### config.mk
export PLATFORM = sky130hd
export DESIGN_NAME = sdram_cmd_tracker
export DESIGN_NICKNAME = d
export VERILOG_FILES = /design/src/rtl/sdram_cmd_pkg.sv /design/src/rtl/sdram_cmd_decode.sv /design/src/rtl/sdram_seq_check.sv /design/src/rtl/sdram_bank_slot.sv /design/src/rtl/sdram_cmd_tracker.sv
export SDC_FILE = /design/constraint.sdc
export NUM_CORES = 1
export LEC_CHECK = 0
export ABC_AREA = 1
export CAP_MARGIN = 20
export CORE_MARGIN = 3
export CORE_UTILIZATION = 35
export CTS_CLUSTER_SIZE = 10
export DETAILED_ROUTE_END_ITERATION = 6
export GPL_TIMING_DRIVEN = 0
export HOLD_SLACK_MARGIN = 0.03
export PLACE_DENSITY = 0.65
export SYNTH_ARGS = -nofsm -noshare
export SYNTH_HDL_FRONTEND = slang
export SYNTH_SLANG_ARGS = --single-unit
### constraint.sdc
create_clock -name clk -period 1.4 [get_ports clk]
set_clock_uncertainty 0.15 [all_clocks]
set_input_delay 0.28 -clock clk [delete_from_list [all_inputs] [get_ports clk]]
set_output_delay 0.28 -clock clk [all_outputs]
set_load 0.01 [all_outputs]
### src/rtl/sdram_cmd_pkg.sv
// Shared definitions for the SDRAM command tracker.
// Assumes one-hot command vectors indexed by cmd_idx_e.
package sdram_cmd_pkg;
    localparam int CMD_N = 8;

    typedef enum logic [2:0] {
        C_DESEL = 3'd0,
        C_NOP   = 3'd1,
        C_ACT   = 3'd2,
        C_RD    = 3'd3,
        C_WR    = 3'd4,
        C_PRE   = 3'd5,
        C_REF   = 3'd6,
        C_MRS   = 3'd7
    } cmd_idx_e;

    typedef logic [CMD_N-1:0] cmd_vec_t;
endpackage

### src/rtl/sdram_cmd_decode.sv
// Combinational pin decoder: maps the active-low control pins to a
// one-hot command. Assumes pins are already stable at the sampling edge.
// The spare code 0110 is reported as no-op with a reserved flag.
module sdram_cmd_decode
    import sdram_cmd_pkg::*;
(
    input  logic     cs_n,
    input  logic     ras_n,
    input  logic     cas_n,
    input  logic     we_n,
    output cmd_vec_t cmd,
    output logic     reserved
);
    // Pin pattern to one-hot command
    always_comb begin
        cmd      = '0;
        reserved = 1'b0;
        if (cs_n) begin
            cmd[C_DESEL] = 1'b1;
        end else begin
            unique case ({ras_n, cas_n, we_n})
                3'b111: cmd[C_NOP] = 1'b1;
                3'b011: cmd[C_ACT] = 1'b1;
                3'b101: cmd[C_RD]  = 1'b1;
                3'b100: cmd[C_WR]  = 1'b1;
                3'b010: cmd[C_PRE] = 1'b1;
                3'b001: cmd[C_REF] = 1'b1;
                3'b000: cmd[C_MRS] = 1'b1;
                default: begin
                    cmd[C_NOP] = 1'b1;
                    reserved   = 1'b1;
                end
            endcase
        end
    end
endmodule

### src/rtl/sdram_seq_check.sv
// Legality check of a decoded command against the current bank state.
// Assumes bank_open reflects the state before this command takes effect.
module sdram_seq_check
    import sdram_cmd_pkg::*;
#(
    parameter int BA_W      = 2,
    localparam int NUM_BANKS = 1 << BA_W
) (
    input  cmd_vec_t             cmd,
    input  logic                 reserved,
    input  logic [BA_W-1:0]      ba,
    input  logic [NUM_BANKS-1:0] bank_open,
    output logic                 err
);
    logic tgt_open;
    logic rw;

    // Flag access to a closed bank, reopen of an open bank, busy refresh
    always_comb begin
        tgt_open = bank_open[ba];
        rw       = cmd[C_RD] | cmd[C_WR];
        err      = reserved
                 | (rw & ~tgt_open)
                 | (cmd[C_ACT] & tgt_open)
                 | (cmd[C_REF] & (|bank_open));
    end
endmodule

### src/rtl/sdram_bank_slot.sv
// State of one bank: open flag plus the row latched at activate.
// Assumes open_en and close_en are never both set for an accepted command;
// open_en wins if they are.
module sdram_bank_slot #(
    parameter int ROW_W = 14
) (
    input  logic             clk,
    input  logic             rst_n,
    input  logic             open_en,
    input  logic             close_en,
    input  logic [ROW_W-1:0] row_in,
    output logic             open_o,
    output logic [ROW_W-1:0] row_o
);
    // Open/close sequencing and row capture
    always_ff @(posedge clk) begin
        if (!rst_n) begin
            open_o <= 1'b0;
            row_o  <= '0;
        end else if (open_en) begin
            open_o <= 1'b1;
            row_o  <= row_in;
        end else if (close_en) begin
            open_o <= 1'b0;
        end
    end

    a_r5_open_latches: assert property (@(posedge clk) disable iff (!rst_n)
        open_en |=> (open_o && row_o == $past(row_in)));

    a_r6_close_clears: assert property (@(posedge clk) disable iff (!rst_n)
        (close_en && !open_en) |=> !open_o);
endmodule

### src/rtl/sdram_cmd_tracker.sv
// Top: registers the decoded command and its qualifiers, runs the
// legality check, and keeps one bank slot per bank. All outputs change
// one clock after the sampled command. Synchronous active-low reset.
module sdram_cmd_tracker
    import sdram_cmd_pkg::*;
#(
    parameter int ROW_W  = 14,
    parameter int BA_W   = 2,
    parameter int AP_BIT = 10,
    localparam int NUM_BANKS = 1 << BA_W
) (
    input  logic                       clk,
    input  logic                       rst_n,
    input  logic                       cs_n,
    input  logic                       ras_n,
    input  logic                       cas_n,
    input  logic                       we_n,
    input  logic [BA_W-1:0]            ba,
    input  logic [ROW_W-1:0]           addr,
    output logic [CMD_N-1:0]           cmd_o,
    output logic [BA_W-1:0]            bank_o,
    output logic                       mode_ext_o,
    output logic                       all_banks_o,
    output logic                       auto_pre_o,
    output logic [NUM_BANKS-1:0]       bank_open_o,
    output logic [NUM_BANKS*ROW_W-1:0] row_o,
    output logic                       err_o
);
    cmd_vec_t             cmd_d;
    logic                 reserved_d;
    logic                 err_d;
    logic                 rw_d;
    logic                 ap_bit;
    logic                 tgt_d;
    logic [NUM_BANKS-1:0] open_s;

    cmd_vec_t             cmd_q;
    logic [BA_W-1:0]      bank_q;
    logic                 ext_q;
    logic                 all_q;
    logic                 ap_q;
    logic                 err_q;

    sdram_cmd_decode u_dec (
        .cs_n     (cs_n),
        .ras_n    (ras_n),
        .cas_n    (cas_n),
        .we_n     (we_n),
        .cmd      (cmd_d),
        .reserved (reserved_d)
    );

    sdram_seq_check #(.BA_W(BA_W)) u_chk (
        .cmd       (cmd_d),
        .reserved  (reserved_d),
        .ba        (ba),
        .bank_open (open_s),
        .err       (err_d)
    );

    // Helper terms shared by the bank enables and the output registers
    always_comb begin
        rw_d   = cmd_d[C_RD] | cmd_d[C_WR];
        ap_bit = addr[AP_BIT];
        tgt_d  = cmd_d[C_ACT] | rw_d | cmd_d[C_PRE];
    end

    for (genvar b = 0; b < NUM_BANKS; b++) begin : g_bank
        logic hit;
        logic open_en;
        logic close_en;

        // Per-bank open and close enables from the accepted command
        always_comb begin
            hit      = (ba == BA_W'(b));
            open_en  = cmd_d[C_ACT] & hit & ~err_d;
            close_en = (cmd_d[C_PRE] & (ap_bit | hit))
                     | (rw_d & ap_bit & hit & ~err_d);
        end

        sdram_bank_slot #(.ROW_W(ROW_W)) u_slot (
            .clk      (clk),
            .rst_n    (rst_n),
            .open_en  (open_en),
            .close_en (close_en),
            .row_in   (addr),
            .open_o   (open_s[b]),
            .row_o    (row_o[b*ROW_W +: ROW_W])
        );
    end

    // Output register stage for the command and its qualifiers
    always_ff @(posedge clk) begin
        if (!rst_n) begin
            cmd_q  <= cmd_vec_t'(1) << C_DESEL;
            bank_q <= '0;
            ext_q  <= 1'b0;
            all_q  <= 1'b0;
            ap_q   <= 1'b0;
            err_q  <= 1'b0;
        end else begin
            cmd_q  <= cmd_d;
            bank_q <= tgt_d ? ba : '0;
            ext_q  <= cmd_d[C_MRS] & ba[0];
            all_q  <= cmd_d[C_PRE] & ap_bit;
            ap_q   <= rw_d & ap_bit;
            err_q  <= err_d;
        end
    end

    assign cmd_o       = cmd_q;
    assign bank_o      = bank_q;
    assign mode_ext_o  = ext_q;
    assign all_banks_o = all_q;
    assign auto_pre_o  = ap_q;
    assign bank_open_o = open_s;
    assign err_o       = err_q;

    a_r2_onehot_cmd: assert property (@(posedge clk) disable iff (!rst_n)
        $countones(cmd_o) == 1);

    a_r4_ext_only_mrs: assert property (@(posedge clk) disable iff (!rst_n)
        mode_ext_o |-> cmd_o[C_MRS]);

    a_r6_all_closed: assert property (@(posedge clk) disable iff (!rst_n)
        all_banks_o |-> (bank_open_o == '0));

    a_r7_ap_closes: assert property (@(posedge clk) disable iff (!rst_n)
        ((cmd_o[C_RD] || cmd_o[C_WR]) && auto_pre_o && !err_o)
            |-> !bank_open_o[bank_o]);

    a_r8_err_holds: assert property (@(posedge clk) disable iff (!rst_n)
        err_o |-> (bank_open_o == $past(bank_open_o)));

    a_r9_ref_idle: assert property (@(posedge clk) disable iff (!rst_n)
        (cmd_o[C_REF] && !err_o) |-> (bank_open_o == '0));
endmodule

Yosys cells after proc, flatten, opt, wreduce, memory -nomap -nowiden

Cells that the tools add are included.
W data, S select, Z words.

Register bits: 74
Input port bits: 22
Output and inout port bits: 74
Logic and storage cells: 100

Order comparisons: 1
Equal/unequal tests: 9
Muxes and demuxes: 21
Bitwise gates (word level): 43
Reductions and logical operators: 11

Operators with widths:

| cell                 | number |
|---|---|
| $and A1 B1 Y1        | 26 |
| $mux W1              | 19 |
| $or A1 B1 Y1         | 14 |
| $eq A3 B3 Y1 const B | 3 |
| $reduce_bool A2 Y1   | 4 |
| $mux W7              | 1 |
| $reduce_or A7 Y1     | 1 |
| $eq A3 B2 Y1 const B | 2 |
| $reduce_or A6 Y1     | 1 |
| $eq A2 B2 Y1 const B | 2 |
| $reduce_or A4 Y1     | 1 |
| $eq A3 B1 Y1 const B | 1 |
| $logic_not A3 Y1     | 1 |
| $lt A2 B3 Y1 const B | 1 |
| $not A1 Y1           | 3 |
| $bmux W1 S2          | 1 |
| $eq A2 B1 Y1 const B | 1 |
| $logic_not A2 Y1     | 1 |
| $reduce_and A2 Y1    | 1 |
| $reduce_or A2 Y1     | 1 |

Depth between registers and ports, before layout

Depth after elaboration: 14
Depth in mapped cells: 12
Mapped depth without buffers: 11

By module

Synthesis repeated with hierarchy kept, for this count alone.

Cell total of the unflattened synthesis: 373
Area, all modules: 2874.0 um^2

Modules (own cells, without submodules):

| module            | instances | cells an instance | area an instance (um^2) | seq. area each (um^2) |
|---|---|---|---|---|
| sdram_bank_slot   | 4         | 65                | 545.5                   | 300.3 |
| sdram_cmd_tracker | 1         | 76                | 533.0                   | 280.3 |
| sdram_cmd_decode  | 1         | 20                | 81.3                    | 0.0 |
| sdram_seq_check   | 1         | 17                | 77.6                    | 0.0 |

Least setup slack after synthesis

OpenSTA, ideal clock, no wires.

Path type: register to register
Start point: register g_bank[0].u_slot.open_o
End point: register g_bank[1].u_slot.row_o[0]
Library setup time: 0.113 ns
Data arrival time: 1.291 ns
Required time: 1.137 ns
Path slack: -0.154 ns
Cell stages (with the launch flop): 10
Buffers on the path: 1
Clock period less this slack: 1.554 ns
Cell sequence: dfxtp_1 > nor2_1 > nand2_1 > a21oi_4 > nand2_1 > nor2_4 > buf_4 > nand3_1 > nand2_1 > nor2_1

Word-level cells in the longest chain between the ends: 9
Elaborated cells on any way between the ends: 12
Those cells by class: mux: 2; bitwise: 9; reduce/logical: 1

Ends and longest elaborated chain:

| what                          | line                    | RTL |
|---|---|---|
| from (decl)                   | sdram_bank_slot.sv:12   | `output logic open_o,` |
| from (signal assigned)        | sdram_bank_slot.sv:18   | `open_o <= 1'b0;` |
| from (signal assigned)        | sdram_bank_slot.sv:21   | `open_o <= 1'b1;` |
| from (signal assigned)        | sdram_bank_slot.sv:24   | `open_o <= 1'b0;` |
| $bmux W1 S2                   | sdram_seq_check.sv:20   | `tgt_open = bank_open[ba];` |
| $mux W1 (not written as such) | sdram_seq_check.sv:20   |  |
| $not A1 Y1                    | sdram_seq_check.sv:23   | `\| (rw & ~tgt_open)` |
| $and A1 B1 Y1                 | sdram_seq_check.sv:23   |  |
| $or A1 B1 Y1                  | sdram_seq_check.sv:23   |  |
| $or A1 B1 Y1                  | sdram_seq_check.sv:24   | `\| (cmd[C_ACT] & tgt_open)` |
| $or A1 B1 Y1 *                | sdram_seq_check.sv:25   | `\| (cmd[C_REF] & (\|bank_open));` |
| $not A1 Y1 *                  | sdram_cmd_tracker.sv:76 | `open_en = cmd_d[C_ACT] & hit & ~err_d;` |
| $and A1 B1 Y1 *               | sdram_cmd_tracker.sv:76 |  |
| to (signal assigned)          | sdram_bank_slot.sv:22   | `row_o <= row_in;` |
| to (decl)                     | sdram_bank_slot.sv:13   | `output logic [ROW_W-1:0] row_o` |

Mark *: on every way between the ends. The rest lies on a longest branch, timed or not. The select of a mux whose other input is x is not followed.
A chain may end at the register's enable or synchronous reset.

Worst setup path in the final report

Start point: register g_bank[2].u_slot.open_o
End point: register g_bank[0].u_slot.row_o[8]

Word-level cells in the longest chain between the ends: 9
Elaborated cells on any way between the ends: 12
Those cells by class: mux: 2; bitwise: 9; reduce/logical: 1

Ends and longest elaborated chain:

| what                          | line |
|---|---|
| from (decl)                   | sdram_bank_slot.sv:12 |
| from (signal assigned)        | sdram_bank_slot.sv:18 |
| from (signal assigned)        | sdram_bank_slot.sv:21 |
| from (signal assigned)        | sdram_bank_slot.sv:24 |
| $bmux W1 S2                   | sdram_seq_check.sv:20 |
| $mux W1 (not written as such) | sdram_seq_check.sv:20 |
| $not A1 Y1                    | sdram_seq_check.sv:23 |
| $and A1 B1 Y1                 | sdram_seq_check.sv:23 |
| $or A1 B1 Y1                  | sdram_seq_check.sv:23 |
| $or A1 B1 Y1                  | sdram_seq_check.sv:24 |
| $or A1 B1 Y1 *                | sdram_seq_check.sv:25 |
| $not A1 Y1 *                  | sdram_cmd_tracker.sv:76 |
| $and A1 B1 Y1 *               | sdram_cmd_tracker.sv:76 |
| to (signal assigned)          | sdram_bank_slot.sv:22 |
| to (decl)                     | sdram_bank_slot.sv:13 |

Marks and branches as above.

==> summary.md <==
| Metric | Value |
|---|---|
| Crit path max fanout | 5 |
| Capturing element type of the critical path | flop |
| # DRC | 0 |
| Pin count of the biggest net entering global routing | 15 |
| Die Y | 101 um |
| CP startpoint kind | flop |
| Final Instance Area | 4800 um2 |
| Fmax | 564 MHz |
| PD cells | 876 nW/um2 |
| Routed WL | 9910 um |
| CP Class | flop to flop |
| H-tree depth | 3 |
| Multi-input gate area | 1620 um2 |
| Syn Std Cell Area | 3140 um2 |
| Layout cells sized above 1 | 32.1% |
| Tot GR Track Use | 19.2% |
| Number of synthesized register bits | 74 |
| Buffers added on ports | 94 |
| Total Power | 4200 uW |
| Status | finished with violations |
| Starting DRT DRC Count | 135 |
| Core Region | 8460 um2 |
| Clock slew seen by the registers of the worst setup and hold paths | 0.08 ns |
| Initial Util | 37.1% |
| Data arrival time of the worst path | 1.88 ns |
| CTS Sinks | 74 |
| Peak VDD IR | 0.405 mV |
| Layout Area Growth over Synthesis | 52.5% |
| Ys Warns | 0 |
| Post-DP HPWL | 6860 um |
| Yosys top cell by area | dfxtp_1 |
| Period Utilization, post-route | 127% |
| Leak | 0.00210 uW |
| Gp weighted congestion | 0.820 |
| Final nets | 591 |
| Clock latency on the worst-skew pair | 0.35 ns |
| Maxcap violations | 0 |
| Antenna Cells | 0 |
| RSZ-0062 raised after global routing | true |
| Mapped Avg Cell Area | 7.13 um2 |
| Endpoints failing hold | 0 |
| Synth top area cells | dfxtp_1 (47%), nor2_1 (16%), nand2_1 (9.8%), nand3_1 (9.1%), inv_1 (2.9%) |
| First-pass GRT wire length | 15100 um |
| Vias in the first global route | 3028 |
| Worst hold path type | input port to flop |
| Gr ovfl total | 0 |
| Drt via density | 4.76 |
| Yosys cell types | 24 |
| Critical Path RT | 1.50 ns |
| Final-layout fill cell count | 796 |
| Worst slew pin tran | 0.580 ns |
| Site Rows | 33 |
| Final Max Tran Viols | 0 |
| Antenna Nets Post-Route | 0 |
| Final worst slack | -0.374 ns |
| Cts bufs inserted | 9 |
| Die width | 101 um |
| Top cell type's share of synthesized area | 47.1% |
| TritonRoute pass-1 iters | 5 |
| Final setup viols | 64 |
| Boundary Pins | 96 |
| Die area | 10200 um2 |
| Antenna violations before repair | 0 |
| TNS Setup | -20.20 ns |
| Violated checks | setup timing |
| Tmin final | 1.77 ns |
| CTS root buf | clkbuf_8 |
| DP Area | 4290 um2 |
| Longest Clk Path Bufs | 2 |
| Mapped Cells | 441 |
| Vias post-DR | 3235 |
| Drt wl/cell | 14.6 um |
| Syn_nets | 463 |
| Slew margin rel. | 61.3% |
| CTS tree | done |
| Seq/Total Area, Yosys | 47.1% |
| Sequential cell area | 1500 um2 |
## power breakdown
part           internal, uW  switching, uW
combinational           224            312
clock                   654            868
sequential             2130           14.0
## final timing paths
| path | slack (ns) | depth (start not counted) | end | start |
|---|---|---|---|---|
| setup / recovery | -0.37 | 10 | g_bank[0].u_slot.row_o[8] | g_bank[2].u_slot.open_o |
| hold reg to reg | 0.32 | 2 | g_bank[3].u_slot.row_o[12] | g_bank[3].u_slot.row_o[12] |
| hold / removal | 0.19 | 3 | cmd_o[0] | cs_n |
| setup reg to reg | -0.37 | 10 | g_bank[0].u_slot.row_o[8] | g_bank[2].u_slot.open_o |
## routing by layer
layer | up-vias | share of wire [%] | track usage, %
met5 | - | 0 | 0
met4 | 0 | 1.6 | 8.60
met3 | 11 | 7.5 | 4.15
met2 | 107 | 47 | 30.0
met1 | 1489 | 44 | 25.3
li1 | 1628 | - | -
## logic make-up (layout without fill, tap and decap cells)
family          count (synthesis)  in the layout  synth area share [%]
compound gates                 11             11                  2.43
buf+inv                        59            192                  9.47
flops                          74             74                  47.1
simple gates                  297            297                  41.0
## layout by cell type, fill, tap and decap left out, types with 6 or more instances in the layout
cell	instances
inv_2	11
nand2_1	71
clkbuf_2	29
buf_6	16
clkdlybuf4s15_1	31
dfxtp_2	6
clkdlybuf4s50_1	14
nand3_1	28
nand3_2	29
clkbuf_8	9
dfxtp_1	66
dlygate4sd2_1	11
nor2_4	10
inv_1	21
nand2_2	16
buf_4	17
nor2_1	124
## synth_stat cells
master / number
buf_6: 5
nand4_1: 4
o31ai_1: 1
buf_2: 4
a21oi_4: 1
nor2_1: 134
clkbuf_1: 4
nor4_1: 1
inv_1: 24
o21ai_0: 1
nand3_1: 57
buf_4: 9
dfxtp_1: 74
nand2_2: 5
nor2_4: 5
nand3_4: 1
nor3_1: 5
a21boi_0: 3
a21oi_1: 5
nand2_4: 1
nand3_2: 2
buf_1: 4
nand2_1: 82
inv_2: 9
## metrics by stage
step	std cells	util (%)	hold slack, ns	setup WS (ns)
global placement	640	50.6	0.317	-0.951
floorplan	441	-	0.208	-0.121
detailed placement	640	50.6	0.323	-0.995
finish	679	56.7	0.190	-0.374
global route	679	56.7	0.219	-0.446
CTS	675	54.9	0.187	-0.349
## repair_timing
action                     4_1_cts  5_1_grt
hold buffers                     0        0
gates cloned                     2        3
setup endpoints to repair      139      115
setup buffers                   17        2
hold endpoints to repair         0        0
resized for setup              164      107
pin swaps                       11        9
## critical path: stages (launching register included)
cell and delay (ns):
dfxtp_4 0.37, nor2_4 0.10, nand2_2 0.06, a21oi_4 0.24, nand2_2 0.10, nor2_4 0.16, buf_6 0.16, clkbuf_16 0.14
nand3_1 0.07, nand2_1 0.09, nor2_1 0.04
## state kept, by name, summed over array words and instances, names as in the netlist
signal	flops
auto_pre_o	1
g_bank.u_slot.open_o	4
cmd_o	8
err_o	1
mode_ext_o	1
bank_o	2
g_bank.u_slot.row_o	56
all_banks_o	1
## layout make-up
class                      instances  area share [%]
buffer                            26            4.51
multi-input combinational        308            33.7
clock inverter                     7            1.12
clock buffer                       9            2.58
sequential                        74            31.2
inverter                          33            2.64
timing repair buffer             117            21.5
tap                              105            2.74
Note: power is estimated with default switching activity, not from simulation.
